## config.mk

```make
export PLATFORM = sky130hd
export DESIGN_NAME = crtc_top
export DESIGN_NICKNAME = d
export VERILOG_FILES = /design/src/rtl/crtc_pkg.sv /design/src/rtl/crtc_prescaler.sv /design/src/rtl/crtc_seconds.sv /design/src/rtl/crtc_top.sv
export SDC_FILE = /design/constraint.sdc
export NUM_CORES = 1
export LEC_CHECK = 0
export BUFFER_PORTS_ARGS = -buffer_cell sky130_fd_sc_hd__clkbuf_2
export CORE_UTILIZATION = 54
export DETAILED_ROUTE_END_ITERATION = 12
export HOLD_SLACK_MARGIN = 0.06
export PLACE_DENSITY = 0.73
export SYNTH_ARGS = -nofsm -noshare
export SYNTH_HDL_FRONTEND = slang
export SYNTH_SLANG_ARGS = --single-unit
```

## constraint.sdc

```tcl
create_clock -name clk -period 3.5 [get_ports clk]
set_clock_uncertainty 0.1 [all_clocks]
set_input_delay 0.7 -clock clk [delete_from_list [all_inputs] [get_ports clk]]
set_output_delay 0.7 -clock clk [all_outputs]
set_load 0.05 [all_outputs]
```

## src/rtl/crtc_pkg.sv

```systemverilog
`timescale 1ns/1ps
package crtc_pkg;
    typedef enum logic [2:0] {
        A_SECS  = 3'd0,
        A_PRE   = 3'd1,
        A_ALARM = 3'd2,
        A_COMP  = 3'd3,
        A_CTRL  = 3'd4,
        A_STAT  = 3'd5
    } reg_addr_e;

    localparam int CB_SWR  = 0;
    localparam int CB_EN   = 1;
    localparam int CB_SIE  = 2;
    localparam int CB_AIE  = 3;
    localparam int CB_LOCK = 4;
endpackage

```

## src/rtl/crtc_prescaler.sv

```systemverilog
`timescale 1ns/1ps
module crtc_prescaler #(
    parameter int PRE_W = 15,
    parameter int CMP_W = 8
) (
    input  logic               clk,
    input  logic               rst_n,
    input  logic               clr,
    input  logic               run,
    input  logic               ref_en,
    input  logic               wr_pre,
    input  logic [PRE_W:0]     wdata,
    input  logic [CMP_W-1:0]   comp_val,
    input  logic [CMP_W-1:0]   comp_ivl,
    output logic               tick,
    output logic [PRE_W:0]     pre_cnt,
    output logic               sq
);
    localparam int CNT_W = PRE_W + 1;
    localparam int LIM_W = PRE_W + 2;
    localparam int FULL  = 1 << PRE_W;
    localparam int HALF  = 1 << (PRE_W - 1);

    typedef struct packed {
        logic [CNT_W-1:0] pre;
        logic [CMP_W-1:0] ivl;
        logic [CMP_W-1:0] val;
    } pst_t;

    pst_t st_q, st_d;
    logic signed [LIM_W-1:0] lim_m1;
    logic signed [LIM_W-1:0] pre_s;
    logic [CMP_W-1:0] ivl_cur;
    logic [CNT_W-1:0] pre_cur;

    always_comb begin
        lim_m1 = LIM_W'(FULL - 1);
        if (st_q.ivl == '0)
            lim_m1 = lim_m1 - LIM_W'($signed(st_q.val));
        pre_s = $signed({1'b0, st_q.pre});
        tick  = run && ref_en && (pre_s >= lim_m1);

        st_d = st_q;
        if (clr) begin
            st_d = '0;
        end else if (wr_pre) begin
            st_d.pre = wdata;
        end else if (run && ref_en) begin
            if (tick) begin
                st_d.pre = '0;
                if (st_q.ivl == '0) begin
                    st_d.ivl = comp_ivl;
                    st_d.val = comp_val;
                end else begin
                    st_d.ivl = st_q.ivl - 1'b1;
                end
            end else begin
                st_d.pre = st_q.pre + 1'b1;
            end
        end
    end

    always_ff @(posedge clk) begin
        if (!rst_n) st_q <= '0;
        else        st_q <= st_d;
    end

    assign pre_cnt = st_q.pre;
    assign sq      = (st_q.pre >= CNT_W'(HALF));
    assign ivl_cur = st_q.ivl;
    assign pre_cur = st_q.pre;


    tick_restart_chk: assert property (@(posedge clk) disable iff (!rst_n)
        (tick && !clr) |=> (pre_cur == '0));

    ivl_step_chk: assert property (@(posedge clk) disable iff (!rst_n)
        (tick && !clr && ivl_cur != '0) |=> (ivl_cur == $past(ivl_cur) - 1'b1));

    ref_hold_chk: assert property (@(posedge clk) disable iff (!rst_n)
        (!ref_en && !clr && !wr_pre) |=> $stable(pre_cur));
endmodule

```

## src/rtl/crtc_seconds.sv

```systemverilog
`timescale 1ns/1ps
module crtc_seconds #(
    parameter int SEC_W = 32
) (
    input  logic             clk,
    input  logic             rst_n,
    input  logic             clr,
    input  logic             tick,
    input  logic             wr_secs,
    input  logic             wr_alarm,
    input  logic [SEC_W-1:0] wdata,
    output logic [SEC_W-1:0] secs,
    output logic [SEC_W-1:0] alarm,
    output logic             invalid,
    output logic             aflag
);
    typedef struct packed {
        logic [SEC_W-1:0] secs;
        logic [SEC_W-1:0] alarm;
        logic             inv;
        logic             aflag;
    } sst_t;

    sst_t st_q, st_d;
    logic [SEC_W-1:0] secs_inc;

    always_comb begin
        secs_inc = st_q.secs + 1'b1;
        st_d     = st_q;
        if (clr) begin
            st_d     = '0;
            st_d.inv = 1'b1;
        end else begin
            if (tick) begin
                if (st_q.secs == '1) begin
                    st_d.inv = 1'b1;
                end else begin
                    st_d.secs = secs_inc;
                    if (secs_inc == st_q.alarm) st_d.aflag = 1'b1;
                end
            end
            if (wr_secs) begin
                st_d.secs = wdata;
                st_d.inv  = 1'b0;
            end
            if (wr_alarm) begin
                st_d.alarm = wdata;
                st_d.aflag = 1'b0;
            end
        end
    end

    always_ff @(posedge clk) begin
        if (!rst_n) begin
            st_q     <= '0;
            st_q.inv <= 1'b1;
        end else begin
            st_q <= st_d;
        end
    end

    assign secs    = st_q.secs;
    assign alarm   = st_q.alarm;
    assign invalid = st_q.inv;
    assign aflag   = st_q.aflag;


    no_wrap_chk: assert property (@(posedge clk) disable iff (!rst_n)
        (tick && !clr && !wr_secs && secs == '1) |=> (secs == '1 && invalid));

    step_one_chk: assert property (@(posedge clk) disable iff (!rst_n)
        (tick && !clr && !wr_secs && secs != '1) |=> (secs == $past(secs) + 1'b1));

    alarm_match_chk: assert property (@(posedge clk) disable iff (!rst_n)
        $rose(aflag) |-> (secs == alarm));

    soft_clear_chk: assert property (@(posedge clk) disable iff (!rst_n)
        clr |=> (secs == '0 && invalid && !aflag));
endmodule

```

## src/rtl/crtc_top.sv

```systemverilog
`timescale 1ns/1ps
module crtc_top
    import crtc_pkg::*;
#(
    parameter int PRE_W = 15,
    parameter int SEC_W = 32,
    parameter int CMP_W = 8
) (
    input  logic        clk,
    input  logic        rst_n,
    input  logic        ref_en,
    input  logic        wr_en,
    input  logic [2:0]  addr,
    input  logic [31:0] wdata,
    output logic [31:0] rdata,
    output logic        sec_irq,
    output logic        alarm_irq,
    output logic        sq_out
);
    localparam int CNT_W = PRE_W + 1;

    typedef struct packed {
        logic             swr;
        logic             en;
        logic             sie;
        logic             aie;
        logic             lock;
        logic [CMP_W-1:0] cval;
        logic [CMP_W-1:0] cint;
        logic             sirq;
    } ctl_t;

    ctl_t ctl_q, ctl_d;

    logic             tick, run, wr_ok, wr_secs, wr_pre, wr_alarm;
    logic             invalid, aflag;
    logic [CNT_W-1:0] pre_cnt;
    logic [SEC_W-1:0] secs, alarm;

    assign wr_ok    = wr_en && !ctl_q.swr && !ctl_q.lock;
    assign wr_secs  = wr_ok && (addr == A_SECS) && !ctl_q.en;
    assign wr_pre   = wr_ok && (addr == A_PRE) && !ctl_q.en;
    assign wr_alarm = wr_ok && (addr == A_ALARM);
    assign run      = ctl_q.en && !invalid && !ctl_q.swr;

    always_comb begin
        ctl_d      = ctl_q;
        ctl_d.sirq = tick && ctl_q.sie;
        if (ctl_q.swr) begin
            ctl_d.en   = 1'b0;
            ctl_d.sie  = 1'b0;
            ctl_d.aie  = 1'b0;
            ctl_d.lock = 1'b0;
            ctl_d.cval = '0;
            ctl_d.cint = '0;
        end
        if (wr_en && addr == A_CTRL) begin
            ctl_d.swr = wdata[CB_SWR];
            if (wr_ok) begin
                ctl_d.en   = wdata[CB_EN];
                ctl_d.sie  = wdata[CB_SIE];
                ctl_d.aie  = wdata[CB_AIE];
                ctl_d.lock = wdata[CB_LOCK];
            end
        end
        if (wr_ok && addr == A_COMP) begin
            ctl_d.cval = wdata[CMP_W-1:0];
            ctl_d.cint = wdata[2*CMP_W-1:CMP_W];
        end
    end

    always_ff @(posedge clk) begin
        if (!rst_n) ctl_q <= '0;
        else        ctl_q <= ctl_d;
    end

    crtc_prescaler #(.PRE_W(PRE_W), .CMP_W(CMP_W)) u_pre (
        .clk      (clk),
        .rst_n    (rst_n),
        .clr      (ctl_q.swr),
        .run      (run),
        .ref_en   (ref_en),
        .wr_pre   (wr_pre),
        .wdata    (wdata[CNT_W-1:0]),
        .comp_val (ctl_q.cval),
        .comp_ivl (ctl_q.cint),
        .tick     (tick),
        .pre_cnt  (pre_cnt),
        .sq       (sq_out)
    );

    crtc_seconds #(.SEC_W(SEC_W)) u_sec (
        .clk      (clk),
        .rst_n    (rst_n),
        .clr      (ctl_q.swr),
        .tick     (tick),
        .wr_secs  (wr_secs),
        .wr_alarm (wr_alarm),
        .wdata    (wdata[SEC_W-1:0]),
        .secs     (secs),
        .alarm    (alarm),
        .invalid  (invalid),
        .aflag    (aflag)
    );

    always_comb begin
        case (addr)
            A_SECS:  rdata = 32'(secs);
            A_PRE:   rdata = 32'(pre_cnt);
            A_ALARM: rdata = 32'(alarm);
            A_COMP:  rdata = 32'({ctl_q.cint, ctl_q.cval});
            A_CTRL:  rdata = {27'b0, ctl_q.lock, ctl_q.aie, ctl_q.sie, ctl_q.en, ctl_q.swr};
            A_STAT:  rdata = {30'b0, aflag, invalid};
            default: rdata = 32'b0;
        endcase
    end

    assign sec_irq   = ctl_q.sirq;
    assign alarm_irq = aflag && ctl_q.aie;


    lock_sticky_chk: assert property (@(posedge clk) disable iff (!rst_n)
        (ctl_q.lock && !ctl_q.swr) |=> ctl_q.lock);

    locked_alarm_chk: assert property (@(posedge clk) disable iff (!rst_n)
        (ctl_q.lock && wr_en && addr == A_ALARM) |=> $stable(alarm));

    sirq_align_chk: assert property (@(posedge clk) disable iff (!rst_n)
        sec_irq |-> (pre_cnt == '0));
endmodule

```

==> summary.txt, run 1 <==
Route
  – Vias per cell: 6.29
  – Number of nets still failing antenna checks after routing: 0
  – Total DRC errors in the routed layout: 0
  – Average wire per cell in the routed design: between 15 and 20 um
  – Length of the first detailed-routing pass in iterations: 5
  – Vias after detailed routing: 7901
  – Final wirelength: 24200 um
  – DR iter-0 viols: 735

STA
  – Worst-case setup margin in the final layout: 277 ps
  – RSZ-0062 raised after global routing: no
  – Worst hold slack: around 350 ps
  – Fin Setup TNS: 0 ps
  – Final period demand of the worst path: 3220 ps
  – Final-report max-slew violation count: 0
  – Least-Margin Pin Slew: 761 ps
  – Setup violation total in the final timing report: 0
  – Worst rel slew slack: 0.491
  – Fin crit share: 0.921
  – Hold violation count in the final report: 0
  – Max frequency: between 0.3 and 0.4 GHz

Die
  – Total I/O pin count: 74
  – DIE WIDTH: approximately 120 um
  – Floorplan die area: 14500 um^2
  – Die extent in y: 120 um
  – Effective utilization at floorplan: 0.563
  – Core outline area: roughly 13000 um^2
  – Std cell rows: 42

Placement
  – DP HPWL: approximately 17000 um
  – Pre-CTS setup slack: 124 ps
  – Placed cell count: between 1000 and 1500
  – Area post-placement: 8150 um^2
  – Routability congestion estimate from global placement: 0.937
  – Buffers on Ports: between 70 and 80

Yosys
  – Share of async-settable or async-resettable flops after synthesis: 0
  – Most repeated cell in the gate-level netlist after synthesis: sky130_fd_sc_hd__nand2_1
  – Number of synthesized register bits: 120
  – Dominant cell type by area after synthesis: sky130_fd_sc_hd__dfxtp_1
  – Area fraction in and, or, nand and nor cells after synthesis: 0.288
  – Mux share of post-synthesis cell area: 0.0289
  – Cell area after synthesis: ~7600 um^2
  – Synthesized instance count: 1015
  – Synth unique cells: 66
  – Number of enable flip-flop cells after synthesis: 0
  – Compound-gate portion of the synthesized area: 0.235
  – Ys Warns: 0
  – Xor/xnor cell area share of the yosys netlist: 0.0579
  – Post-Syn Nets: 1066
  – Synthesized area divided by synthesized cell count: 7.46 um^2
  – Leading cell types by total area after synthesis: sky130_fd_sc_hd__dfxtp_1, sky130_fd_sc_hd__nand2_1, sky130_fd_sc_hd__a21oi_1, sky130_fd_sc_hd__xnor2_1, sky130_fd_sc_hd__nor2_1
  – Post-synth top cells: sky130_fd_sc_hd__nand2_1, sky130_fd_sc_hd__dfxtp_1, sky130_fd_sc_hd__a21oi_1
  – Area share of fa/ha/maj cells after synthesis: 0.0198
  – Largest family of logic cells by synthesized area: simple AND/OR/NAND/NOR gates
  – Proportion of synthesized chip area in sequential cells: 0.317
  – Top flip-flop cell by instance count after synthesis: sky130_fd_sc_hd__dfxtp_1
  – Fraction of post-synthesis cell area in the top cell type by area: 0.317

Critical path
  – Type of destination of the critical path: flip-flop
  – Crit path required time: 3740 ps
  – Arrival time of the worst setup path: 3470 ps
  – Largest fanout of any net on the critical path: 22
  – FF-to-FF path depth: 13
  – Crit Path Class: reg2reg
  – Startpoint types: flip-flop

Pwr
  – Pwr dens: 394 nW/um^2
  – Leak: 3.30 nW
  – Combinational share of power: 0.079
  – Sequential share of power: 0.414
  – Max VDD drop: around 0.00034 V
  – Reported net switching power: 0.000839 W
  – Internal power: between 0.002 and 0.003 W
  – Share of total power consumed by net switching: 0.242
  – Clock network power share: 0.507

Status
  – Run status: complete, no violations

Clocking
  – # clock sinks: 120
  – Clock root buffer: sky130_fd_sc_hd__clkbuf_16
  – Clk Latency, worst-skew pair: 420 ps
  – Total of hold buffers inserted after clock tree synthesis: 0
  – Number of H-tree branching levels: 4
  – Number of clock buffers inserted by TritonCTS: 17
  – Clock-pin slew on the worst setup and hold paths: 60 ps
  – Bufs on Longest Clock Path: 2
  – Clock tree from TritonCTS: done

Global routing
  – First-pass GRT wire length: ~38000 um
  – Via count of the first global-routing pass: 7196
  – Initial antenna violation count: 0
  – Total Routing Usage GR: 0.338
  – Overflow left after global routing: 0
  – Pin count of the biggest net entering global routing: between 50 and 60

Layout
  – Final #Nets: 1118
  – Proportion of layout cells with a drive suffix above 1: 0.154
  – Cell area after layout: 8790 um^2
  – Number of antenna diodes: 0
  – Final Non-Filler Cells: between 1000 and 1500
  – Layout Area Growth over Synthesis: 16.2%

Hold path
  – Type of the worst min-delay path: reg2reg
  – Number of stages on the worst hold path: 2

Run
  – Maximum Capacitance Violations: 0
-- area by class of cell --
class	instances	area (um^2)
tap	176	220
timing repair buffer	112	699
clock inverter	8	92.6
inverter	15	56.3
sequential	120	2400
fill	1208	4660
multi-input combinational	801	4820
clock buffer	24	502
-- final timing paths --
| path | start | to | slack (ps) |
|---|---|---|---|
| max | u_pre.ivl_cur[4] | u_sec.secs[14] | 280 |
| min | u_pre.st_q[6] | u_pre.st_q[6] | 350 |
| max reg2reg | u_pre.ivl_cur[4] | u_sec.secs[14] | 280 |
| min reg2reg | u_pre.st_q[6] | u_pre.st_q[6] | 350 |
-- sequential cells by signal (all words and copies together), names as in the netlist --
register       flops
ctl_q             21
u_sec.invalid      1
u_pre.pre_cnt     16
sec_irq            1
u_sec.aflag        1
u_pre.ivl_cur      8
u_sec.secs        32
u_sec.alarm       32
u_pre.st_q         8
-- power by group through the flow --
stage               Sequential [W]  Clock (W)  Combinational, W
floorplan                  0.00144          0          0.000176
global placement           0.00146          0          0.000264
detailed placement         0.00146          0          0.000266
CTS                        0.00143    0.00177          0.000269
global route               0.00144    0.00183          0.000293
finish                     0.00143    0.00176          0.000272
-- layout by cell type, fill, tap and decap left out, types with 20 or more instances in the layout --
master	Yosys	layout
sky130_fd_sc_hd__a21oi_1	104	104
sky130_fd_sc_hd__a22oi_1	27	27
sky130_fd_sc_hd__a31oi_1	26	26
sky130_fd_sc_hd__and2_1	20	20
sky130_fd_sc_hd__buf_4	4	35
sky130_fd_sc_hd__clkbuf_2	0	73
sky130_fd_sc_hd__dfxtp_1	120	120
sky130_fd_sc_hd__nand2_1	162	161
sky130_fd_sc_hd__nand3_1	37	37
sky130_fd_sc_hd__nor2_1	68	68
sky130_fd_sc_hd__nor3_1	23	22
sky130_fd_sc_hd__o21ai_1	31	31
sky130_fd_sc_hd__xnor2_1	32	32
-- metal layers --
metal	up-vias	global-route usage	part of all wire
li1	3770	-	-
met1	3740	0.444	0.43
met2	340	0.551	0.48
met3	51	0.0637	0.073
met4	0	0.123	0.024
met5	-	0	0
-- timing repair --
item,4_1_cts,5_1_grt
gates resized for setup,0,7
setup endpoints to repair,0,61
buffers inserted,0,3
-- worst max-delay path, cell delays in order, from the launching register on --
cell and delay [ps]:
sky130_fd_sc_hd__dfxtp_1 360, sky130_fd_sc_hd__nor4_2 310, sky130_fd_sc_hd__and3_4 290, sky130_fd_sc_hd__and2_1 140
sky130_fd_sc_hd__ha_1 250, sky130_fd_sc_hd__a211o_1 310, sky130_fd_sc_hd__a31oi_1 150, sky130_fd_sc_hd__o211a_1 260
sky130_fd_sc_hd__o31ai_4 110, sky130_fd_sc_hd__and2_1 230, sky130_fd_sc_hd__nor2_4 150, sky130_fd_sc_hd__buf_12 180
sky130_fd_sc_hd__o21ai_1 90, sky130_fd_sc_hd__a31oi_1 210
-- stage by stage --
step                total power (W)  utilization
global placement            0.00172        0.605
detailed placement          0.00173        0.605
CTS                         0.00347        0.650
global route                0.00356        0.653
finish                      0.00346        0.653
floorplan                   0.00162            -
-- kinds of logic after synthesis --
logic type | count (synthesis)
adders and majority gates | 12
xor gates and xnor gates | 50
buffers and inverters | 94
and+or+nand+nor | 438
DFF | 120
muxes | 20
AOI/OAI and AO/OA | 281
No activity file was read; power rests on OpenSTA's default activity.
==> inputs of run 2 (changes only) <==
CELL_PAD_IN_SITES_DETAIL_PLACEMENT = 0   (was unset)
CELL_PAD_IN_SITES_GLOBAL_PLACEMENT = 1   (was unset)
CORE_UTILIZATION = 40   (was 54)
==> run 2 against run 1 <==
Against the previous run: cell area rose by 1.5%; sequential power barely moved; highest routed layer unchanged; core utilization fell by 17 points; worst setup slack got worse by 110 ps; critical path type unchanged; maximum frequency fell by 3.2%.
==> summary.txt, run 2 (synthesis results as in run 1) <==
Layout
  – Sequential Area: 2400 um^2
  – Most common library cell in the layout ignoring fill and taps: sky130_fd_sc_hd__nand2_1
  – Count of fill cells added during filler insertion: 1872
  – Layout Area Growth over Synthesis: 17.9%
  – Final Core Density: 0.488
  – Proportion of layout cells with a drive suffix above 1: 0.158
  – Final #Nets: 1124
  – Number of antenna diodes: 0
  – Combined area of the multi-input logic cells: 4800 um^2
  – Cell area after layout: approximately 8900 um^2
  – Highest-count cells in the layout ignoring fill and taps: sky130_fd_sc_hd__nand2_1, sky130_fd_sc_hd__dfxtp_1, sky130_fd_sc_hd__a21oi_1, sky130_fd_sc_hd__clkbuf_2, sky130_fd_sc_hd__nor2_1

Die
  – Core outline area: 18300 um^2
  – Std cell rows: 49
  – Floorplan die area: 19500 um^2
  – DIE WIDTH: ~140 um
  – Die extent in y: 140 um
  – Total I/O pin count: 74
  – Effective utilization at floorplan: 0.414

STA
  – Max frequency: roughly 0.30 GHz
  – Setup violation total in the final timing report: 0
  – Least-Margin Pin Slew: 823 ps
  – Final period demand of the worst path: between 3000 and 4000 ps
  – Final-report max-slew violation count: 0
  – Hold violation count in the final report: 0
  – Fin crit share: 0.952
  – Worst rel slew slack: 0.449

Clocking
  – Clock-pin slew on the worst setup and hold paths: 60 ps
  – Bufs on Longest Clock Path: 2
  – Total of hold buffers inserted after clock tree synthesis: 0
  – Clk Latency, worst-skew pair: 430 ps
  – Clock root buffer: sky130_fd_sc_hd__clkbuf_16
  – Number of clock buffers inserted by TritonCTS: 17
  – Number of H-tree branching levels: 4
  – # clock sinks: 120
  – Clock tree from TritonCTS: done

Critical path
  – Worst path max stage delay: 360 ps
  – Crit path required time: 3750 ps
  – Largest fanout of any net on the critical path: 14
  – Critical path origin: u_pre.ivl_cur[0]
  – Count of buffer and inverter cells on the critical path: 2
  – Crit Path Class: reg2reg
  – Max stage delay cell, worst path: sky130_fd_sc_hd__dfxtp_1
  – Cell chain of the critical path: inv_1 -> ha_1 -> and3_2 -> and2_1 -> ha_1 -> and4_1 -> a41oi_1 -> o211a_1 -> o31ai_4 -> nand2_4 -> buf_4 -> or3_1 -> a31oi_1
  – Most used cell along the critical path: sky130_fd_sc_hd__ha_1
  – Worst reg2reg startpoint: u_pre.ivl_cur[0]
  – Arrival time of the worst setup path: 3580 ps
  – Startpoint types: flip-flop
  – Type of destination of the critical path: flip-flop
  – Crit-path leading delay family: simple AND/OR/NAND/NOR gates

Placement
  – Routability congestion estimate from global placement: 0.897
  – DP HPWL: between 15000 and 20000 um
  – Buffers on Ports: 73
  – Area post-placement: roughly 8300 um^2

Hold path
  – Start point of the worst min-delay path: u_pre.st_q[6]
  – Type of the worst min-delay path: reg2reg

Global routing
  – Initial antenna violation count: 0
  – Overflow left after global routing: 0
  – First-pass GRT wire length: 40700 um
  – Via count of the first global-routing pass: 7231
  – Pin count of the biggest net entering global routing: 42
  – Total Routing Usage GR: 0.271

Pwr
  – Leak: 3.33 nW
  – Total Power: 0.00364 W
  – Pwr dens: 408 nW/um^2
  – Max VDD drop: 0.000307 V

Status
  – Run status: complete, no violations

Route
  – Average wire per cell in the routed design: 19.8 um
  – Total DRC errors in the routed layout: 0
  – Vias per cell: roughly 6
  – Vias after detailed routing: about 7700
  – Length of the first detailed-routing pass in iterations: 5
  – DR iter-0 viols: between 500 and 600
  – Final wirelength: approximately 26000 um
  – Number of nets still failing antenna checks after routing: 0

Run
  – Maximum Capacitance Violations: 0
==> run 2: cell types whose count changed in the layout (fill, tap and decap cells not counted), moves of 2 or more <==
cell / delta
sky130_fd_sc_hd__buf_4: +7
sky130_fd_sc_hd__bufinv_16: +2
sky130_fd_sc_hd__clkbuf_1: -2
sky130_fd_sc_hd__clkbuf_8: -4
sky130_fd_sc_hd__clkinv_2: -3
sky130_fd_sc_hd__clkinv_4: +4
sky130_fd_sc_hd__inv_6: +2
==> run 2: metrics by stage <==
step | hold WS (ps) | TNS (ps) | instances | setup WS [ps]
5_1_grt | 386 | -1.46 | 1315 | -1.46
3_3_place_gp | 345 | 0 | 1280 | 130
3_5_place_dp | 347 | 0 | 1280 | 51.9
2_1_floorplan | 331 | 0 | 1015 | 123
4_1_cts | 355 | 0 | 1312 | 71.4
6_report | 355 | 0 | 1315 | 169
==> run 2: final cells by class <==
| class | instances | area share |
|---|---|---|
| Clock buffer | 18 | 0.0492 |
| Clock inverter | 14 | 0.0222 |
| Inverter | 15 | 0.00631 |
| Multi-Input combinational cell | 801 | 0.538 |
| Sequential cell | 120 | 0.269 |
| Tap cell | 229 | 0.0321 |
| Timing Repair Buffer | 118 | 0.0830 |
==> run 2: final timing paths <==
kind / end / slack (ps) / depth (start not counted)
min: u_pre.st_q[6] / 350 / 2
min reg2reg: u_pre.st_q[6] / 350 / 2
max reg2reg: u_sec.secs[25] / 170 / 13
max: u_sec.secs[25] / 170 / 13
==> run 2: per-layer routing <==
metal / share of wire / global-route usage / wire, um
met1: 0.45 / 0.347 / 11800
met2: 0.48 / 0.452 / 12400
met3: 0.043 / 0.0492 / 1130
met4: 0.026 / 0.102 / 670
met5: 0 / 0 / 0
==> run 2: report_power, final <==
part / total [W] / switching, W / internal [W]
clock network: 0.00193 / 0.000715 / 0.00122
registers: 0.00143 / 0.0000408 / 0.00139
logic: 0.000278 / 0.000179 / 0.0000987
==> run 2: worst min-delay path, cell delays in order (launching register included) <==
cell,delay (ps)
sky130_fd_sc_hd__dfxtp_1,310
sky130_fd_sc_hd__nand2_1,50
sky130_fd_sc_hd__a21oi_1,50
==> run 2: repair_timing <==
item | CTS | global route
buffers inserted | 0 | 3
gates resized for setup | 1 | 1
endpoints found under the setup margin | 1 | 28
pin swaps | 0 | 2
